<file path="src/rtl/qc_pkg.sv">
package qc_pkg;
  typedef enum logic [1:0] {
    ST_RUN  = 2'd0,
    ST_WAIT = 2'd1,
    ST_LOW  = 2'd2,
    ST_SNP  = 2'd3
  } qc_state_e;

  typedef enum logic {
    MODE_NAP   = 1'b0,
    MODE_SLEEP = 1'b1
  } qc_mode_e;
endpackage

</file>
<file path="src/rtl/qc_low_timer.sv">
module qc_low_timer #(
  parameter int unsigned LOW_MIN = 8
) (
  input  logic clk_i,
  input  logic rst_ni,
  input  logic arm_i,
  input  logic qack_i,
  output logic expired_o
);
  localparam int unsigned CW = $clog2(LOW_MIN + 1);
  localparam logic [CW-1:0] LAST = CW'(LOW_MIN - 1);

  logic [CW-1:0] cnt_q;

  // final low sample of the run
  assign expired_o = arm_i && !qack_i && (cnt_q == LAST);

  always_ff @(posedge clk_i or negedge rst_ni) begin
    if (!rst_ni) begin
      cnt_q <= '0;
    end else if (!arm_i || qack_i || expired_o) begin
      cnt_q <= '0;
    end else begin
      cnt_q <= cnt_q + 1'b1;
    end
  end
endmodule

</file>
<file path="src/rtl/qc_fsm.sv">
module qc_fsm
  import qc_pkg::*;
(
  input  logic      clk_i,
  input  logic      rst_ni,
  input  logic      lp_req_i,
  input  logic      lp_mode_i,
  input  logic      irq_pend_i,
  input  logic      qack_i,
  input  logic      low_expired_i,
  output qc_state_e state_o,
  output qc_mode_e  mode_o,
  output logic      abort_o
);
  qc_state_e state_q, state_d;
  qc_mode_e  mode_q, mode_d;
  logic      abort_q, abort_d;
  logic      nap_irq;

  assign nap_irq = irq_pend_i && (mode_q == MODE_NAP);

  always_comb begin
    state_d = state_q;
    mode_d  = mode_q;
    abort_d = 1'b0;
    if (state_q == ST_RUN) begin
      if (lp_req_i && !irq_pend_i) begin
        state_d = ST_WAIT;
        mode_d  = qc_mode_e'(lp_mode_i);
      end
    end else if (!lp_req_i) begin
      state_d = ST_RUN;
    end else if (nap_irq) begin
      state_d = ST_RUN;
      abort_d = 1'b1;
    end else begin
      unique case (state_q)
        ST_WAIT: if (qack_i) state_d = ST_LOW;
        ST_LOW:  if (low_expired_i) state_d = ST_SNP;
        ST_SNP: begin
          if (qack_i) begin
            state_d = ST_LOW;
            mode_d  = MODE_NAP;
          end
        end
        default: state_d = ST_RUN;
      endcase
    end
  end

  always_ff @(posedge clk_i or negedge rst_ni) begin
    if (!rst_ni) begin
      state_q <= ST_RUN;
      mode_q  <= MODE_NAP;
      abort_q <= 1'b0;
    end else begin
      state_q <= state_d;
      mode_q  <= mode_d;
      abort_q <= abort_d;
    end
  end

  assign state_o = state_q;
  assign mode_o  = mode_q;
  assign abort_o = abort_q;
endmodule

</file>
<file path="src/rtl/quiesce_ctrl.sv">
module quiesce_ctrl
  import qc_pkg::*;
#(
  parameter int unsigned QACK_LOW_MIN = 8
) (
  input  logic clk_i,
  input  logic rst_ni,
  input  logic lp_req_i,
  input  logic lp_mode_i,
  input  logic irq_pend_i,
  input  logic qack_i,
  output logic qreq_o,
  output logic snoop_en_o,
  output logic power_down_o,
  output logic sleep_o,
  output logic exc_fetch_ok_o
);
  qc_state_e state;
  qc_mode_e  mode;
  logic      low_expired;
  logic      abort;

  qc_low_timer #(.LOW_MIN(QACK_LOW_MIN)) u_timer (
    .clk_i     (clk_i),
    .rst_ni    (rst_ni),
    .arm_i     (state == ST_LOW),
    .qack_i    (qack_i),
    .expired_o (low_expired)
  );

  qc_fsm u_fsm (
    .clk_i         (clk_i),
    .rst_ni        (rst_ni),
    .lp_req_i      (lp_req_i),
    .lp_mode_i     (lp_mode_i),
    .irq_pend_i    (irq_pend_i),
    .qack_i        (qack_i),
    .low_expired_i (low_expired),
    .state_o       (state),
    .mode_o        (mode),
    .abort_o       (abort)
  );

  assign qreq_o         = (state != ST_RUN);
  assign power_down_o   = (state == ST_LOW);
  assign snoop_en_o     = (state != ST_LOW);
  assign sleep_o        = (state == ST_LOW) && (mode == MODE_SLEEP);
  assign exc_fetch_ok_o = abort;
endmodule

</file>
<file path="config.mk">
export PLATFORM = sky130hd
export DESIGN_NAME = quiesce_ctrl
export DESIGN_NICKNAME = d
export VERILOG_FILES = /design/src/rtl/qc_pkg.sv /design/src/rtl/qc_low_timer.sv /design/src/rtl/qc_fsm.sv /design/src/rtl/quiesce_ctrl.sv
export SDC_FILE = /design/constraint.sdc
export NUM_CORES = 1
export LEC_CHECK = 0
export BUFFER_PORTS_ARGS = -buffer_cell sky130_fd_sc_hd__buf_2
export CORE_AREA = 2 2 39 41
export DETAILED_ROUTE_END_ITERATION = 10
export DIE_AREA = 0 0 41 43
export SLEW_MARGIN = 20
export SYNTH_ARGS = -nofsm -noshare
export SYNTH_HDL_FRONTEND = slang
export SYNTH_SLANG_ARGS = --single-unit
</file>
<file path="constraint.sdc">
create_clock -name clk_i -period 3.7 [get_ports clk_i]
set_clock_uncertainty 0.2 [all_clocks]
set_input_delay 0.555 -clock clk_i [delete_from_list [all_inputs] [get_ports clk_i]]
set_output_delay 0.555 -clock clk_i [all_outputs]
set_load 0.03 [all_outputs]
</file>
==> reports/metrics.cfg, run 1 <==
[status]
status = completed

[timing]
fmax_mhz = 482
maxSlewViolCount = 0
setup_viol_count_final = 0
rsz0062_at_grt = false
tightestPinTransition_ns = 0.265
setup-tns-final_ns = 0
post-route-period-util_pct = 56.1
hold_viol_final = 0
min_period_ns = 2.07
slew_headroom_pct = 82.2

[synth]
seq_area_frac_synth_pct = 42.9
synth_ff_type = dfrtp_1
synth.yosys.warnings = 0
ys_ff_latch = 8
synthArstFlopShare_pct = 100
synth.distinct_cells = 24
syn_area_um2 = 467
synth.net_count = 59
synth_area_per_cell_um2 = 9.72
syn_inst = 48
synth_edf_count = 0

[setup_path]
crit_chain = inv_1 -> ha_1 -> inv_1 -> buf_2
crit_cells = 4
critical-path-top-delay-family = buffers and inverters
r2r_slack_ns = 2.08
worstPathArrival_ns = 1.32
r2r_cells = 5
required_ns = 2.94
cp_max_fo = 5
critPathKind = register to primary output
path_buf_inv = 3
crit_top_cell = inv_1
start_kind = register
cpPeakStageDelay_ns = 0.38
cp_slowest_cell = dfrtp_1
end_kind = primary output

[power]
peakVddDrop_v = 0.000465
power_density_nw_per_um2 = 725
power.total_uw = 413
power_leakage_nw = 0.289

[detailed_routing]
vias = 368
avgViaCountPerCell = 4.72
detail-route-antenna-nets = 0
first_pass_iters = 2
wl_per_cell_um = 11.3
first_iter_violations = 2
drc = 0
wl_um = 883

[grt]
grt_overflow = 0
grt_pass1_wl_um = 1420
antenna_found_initial = 0
grt_max_degree = 9
first_global_vias = 338
grt_usage_pct = 12.5

[clock_tree]
cts_sinks = 8
root_buffer = clkbuf_4
clockBufferDepth = 2
post_cts_buffers = 0
h-tree-depth = 1
path_clk_slew_ns = 0.06
cts_resized = 0
clock_latency_ns = 0.25
cts_tree = yes
numCtsBuffers = 3

[job]
maxCapViolations = 0

[floorplanning]
initial_utilization_pct = 33.7
die_w_um = 41
core_area_um2 = 1380
rows = 14
die_area_um2 = 1760
ioPinCount = 11
dieHeight_um = 43

[final_layout]
final_cell_mix = 10 x buf_2, 8 x dfrtp_1, 6 x inv_1
synthToLayoutAreaGrowth_pct = 22.0
layout_commonest_cell = buf_2
final_nets = 75
n_antenna_cell = 0
drive_gt1_share_pct = 24.2

[hold_path]
min_delay_path_depth = 1
min_path_type = register to register

[placed_design]
portBuffers = 10
gp_congestion = 0.786
hpwl_um = 680

==> final cells by class <==
type                            count  area (um^2)
Fill cell                         140          815
Clock buffer                        3         22.5
Timing Repair Buffer               11         60.1
Tap cell                           16         20.0
Inverter                            6         22.5
Multi-Input combinational cell     34          244
Sequential cell                     8          200
==> routing by layer <==
layer	up-vias	global-route usage, %	share of wire [%]
met3	0	3.14	5.7
met2	9	15.9	44
li1	193	-	-
met1	166	16.9	50
met4	0	10.0	0
met5	-	0	0
==> flip-flops by register name, summed over array words and instances, names as in the netlist <==
signal         cells
u_fsm.state_o      2
u_fsm.mode_o       1
u_fsm.abort_o      1
u_timer.cnt_q      4
==> kinds of logic (layout without fill, tap and decap cells) <==
kind of cell | after synthesis | count (layout) | share of synthesized area [%]
AO/OA/AOI/OAI | 8 | 8 | 10.2
XOR/XNOR | 2 | 2 | 3.75
adder cells (fa/ha/maj) | 5 | 5 | 13.4
buffers and inverters | 6 | 20 | 4.83
flip-flops | 8 | 8 | 42.9
AND/OR/NAND/NOR | 19 | 19 | 24.9
==> through the flow <==
step	area, um^2	hold slack, ns	worst slack (ns)	utilization, %	cells
4_1_cts	569	0.265	1.62	41.1	78
3_5_place_dp	537	0.213	1.92	38.8	74
2_1_floorplan	467	0.0594	1.77	-	48
3_3_place_gp	537	0.211	1.90	38.8	74
5_1_grt	569	0.273	1.52	41.1	78
6_report	569	0.255	1.63	41.1	78
==> cell usage after synthesis, types with 2 or more instances <==
master | n | share of area, %
dfrtp_1 | 8 | 43
inv_1 | 6 | 4.8
ha_1 | 5 | 13
nor2_1 | 4 | 3.2
a21oi_1 | 3 | 3.2
nand2b_1 | 2 | 2.7
nand3_1 | 2 | 2.1
o21ai_0 | 2 | 2.1
==> where the power goes <==
group	internal, mW	total (mW)	switching, mW
Clock	0.0371	0.0666	0.0295
Sequential	0.109	0.126	0.0172
Combinational	0.0774	0.220	0.143
Total	0.223	0.413	0.190
==> worst paths after layout <==
| kind | from | end |
|---|---|---|
| setup / recovery | u_fsm.state_o[0] | snoop_en_o |
| hold / removal | u_timer.cnt_q[0] | u_timer.cnt_q[0] |
| setup reg to reg | u_fsm.state_o[0] | u_fsm.state_o[0] |
| hold reg to reg | u_timer.cnt_q[0] | u_timer.cnt_q[0] |
| max in group asynchronous | rst_ni | u_fsm.abort_o |
| min in group asynchronous | rst_ni | u_timer.cnt_q[1] |
==> repair_timing <==
action / 4_1_cts / 5_1_grt
hold buffers: 1 / 0
endpoints found under the setup margin: 0 / 0
endpoints found under the hold margin: 8 / 0
No activity file was read; power rests on OpenSTA's default activity.
==> inputs of run 2 (changes only) <==
clock period = 1.8 ns   (was 3.7 ns; I/O delays follow)
==> reports/metrics.cfg, run 2 (synthesis gave the netlist of run 1 again) <==
[hold_path]
min_path_type = input pin to register

[floorplanning]
ioPinCount = 11  ; unchanged
core_area_um2 = 1380  ; unchanged
initial_utilization_pct = 33.7  ; unchanged
dieHeight_um = 43  ; unchanged
die_area_um2 = 1760  ; unchanged
die_w_um = 41  ; unchanged
rows = 14  ; unchanged

[grt]
grt_pass1_wl_um = 1440  ; +1.5%
grt_max_degree = 9  ; unchanged
antenna_found_initial = 0  ; unchanged
first_global_vias = 369  ; +9.2%
grt_usage_pct = 12.5  ; -0.038 points
grt_overflow = 0  ; unchanged

[detailed_routing]
highest_layer = met4
avgViaCountPerCell = 4.76  ; +0.82%
drc = 0  ; unchanged
first_iter_violations = 3  ; +1
wl_per_cell_um = 11.3  ; +0.23%
wl_met2_um = 386  ; -1.0%
vias = 371  ; +0.82%
wl_um = 885  ; +0.23%
detail-route-antenna-nets = 0  ; unchanged
first_pass_iters = 4  ; +2
met3_length_um = 79  ; +58%
wl_met1_um = 404  ; -8.6%

[setup_path]
critPathKind = register to primary output
cp_max_fo = 3  ; -2
crit_chain = inv_2 -> ha_2 -> and2_1 -> buf_2
required_ns = 1.33  ; -1.61 ns
worstPathArrival_ns = 1.26  ; -0.06 ns
path_buf_inv = 2  ; -1
start_kind = register
cpPeakStageDelay_ns = 0.42  ; +0.04 ns
critical-path-top-delay-family = flip-flops
cp_slowest_cell = dfrtp_1
end_kind = primary output

[job]
maxCapViolations = 0  ; unchanged

[timing]
post-route-period-util_pct = 96.2
setup_viol_count_final = 0  ; unchanged
maxSlewViolCount = 0  ; unchanged
final.setup.worst_slack_ns = 0.0676  ; -1.56 ns
hold_viol_final = 0  ; unchanged
fmax_mhz = 577
tightestPinTransition_ns = 0.215  ; -0.0500 ns
slew_headroom_pct = 85.5  ; +3.3 points
min_period_ns = 1.73

[final_layout]
final_cell_mix = 8 x buf_2, 8 x dfrtp_1, 5 x inv_1
regMostFlops = u_timer.cnt_q
largest_register_ff_count = 4  ; unchanged
fill_cells = 144  ; +2.9%
synthToLayoutAreaGrowth_pct = 26.3
drive_gt1_share_pct = 29.0  ; +4.8 points
n_antenna_cell = 0  ; unchanged
final_nets = 75  ; unchanged
final_area_um2 = 589  ; +3.5%

[placed_design]
dpl_cell_area_um2 = 539  ; +0.47%
portBuffers = 10  ; unchanged
hpwl_um = 696  ; +2.4%
gp_congestion = 0.743  ; -5.5%
place_ws_ns = 0.213  ; -1.71 ns

[clock_tree]
clock_latency_ns = 0.25  ; about the same
post_cts_buffers = 0  ; unchanged
h-tree-depth = 1  ; unchanged
clockBufferDepth = 2  ; unchanged
path_clk_slew_ns = 0.05  ; about the same
root_buffer = clkbuf_4
numCtsBuffers = 3  ; unchanged
cts_sinks = 8  ; unchanged
cts_tree = yes

[power]
combPwrFrac_pct = 55.8  ; +2.4 points
switchingPower_uw = 396  ; +110%
clockPowerShare_pct = 14.8  ; -1.3 points
power.total_uw = 894  ; +120%
p_int_uw = 499  ; +120%
pwr-share-seq_pct = 29.3  ; -1.2 points
switching_share_pct = 44.2  ; -1.7 points
power_density_nw_per_um2 = 1520  ; +110%
peakVddDrop_v = 0.000820  ; +76%
power_leakage_nw = 0.290  ; +0.44%

[status]
status = completed

-- run 2: cell types whose count changed in the layout (fill, tap and decap cells not counted), sizes merged --
| cell | change |
|---|---|
| buf | -1 |
| clkbuf | +1 |
-- run 2: worst paths after layout --
kind	from	endpoint	slack (ns)	depth (start not counted)
worst max-delay path	u_fsm.state_o[0]	sleep_o	0.07	4
worst min-delay path	qack_i	u_timer.cnt_q[2]	0.04	2
worst max register to register	u_fsm.state_o[0]	u_timer.cnt_q[3]	0.20	5
worst min register to register	u_timer.cnt_q[0]	u_timer.cnt_q[0]	0.26	1
max in group asynchronous	rst_ni	u_timer.cnt_q[3]	1.04	2
min in group asynchronous	rst_ni	u_fsm.state_o[1]	0.19	2
-- run 2: layout make-up --
type	instances	area, um^2	share of cell area, %
Multi-Input combinational cell	34	259	43.9
Sequential cell	8	200	34.0
Timing Repair Buffer	11	65.1	11.0
Clock buffer	3	22.5	3.82
Inverter	6	22.5	3.82
Tap cell	16	20.0	3.40
-- run 2: power by group through the flow --
| stage | combinational (mW) | clock [mW] | sequential [mW] |
|---|---|---|---|
| global placement | 0.452 | 0 | 0.262 |
| floorplan | 0.344 | 0 | 0.260 |
| finish | 0.499 | 0.133 | 0.262 |
| detailed placement | 0.447 | 0 | 0.263 |
| CTS | 0.450 | 0.141 | 0.262 |
| global route | 0.566 | 0.151 | 0.267 |
-- run 2: metal layers --
metal	global-route usage [%]	up-vias
met5	0	-
li1	-	196
met1	14.9	157
met2	17.2	16
met4	12.7	0
met3	2.09	2
-- run 2: timing repair --
action	in CTS	in global routing
endpoints found under the setup margin	0	3
hold buffers	1	0
hold endpoints to repair	8	0
resized for setup	0	6
-- run 2: per-stage QoR --
stage | setup TNS (ns) | util, % | hold slack (ns) | instances
4_1_cts | 0 | 41.3 | 0.0372 | 78
5_1_grt | -0.00646 | 42.6 | 0.0462 | 78
3_3_place_gp | 0 | 39.0 | -0.0743 | 74
6_report | 0 | 42.6 | 0.0403 | 78
3_5_place_dp | 0 | 39.0 | -0.0733 | 74
2_1_floorplan | 0 | - | -0.226 | 48
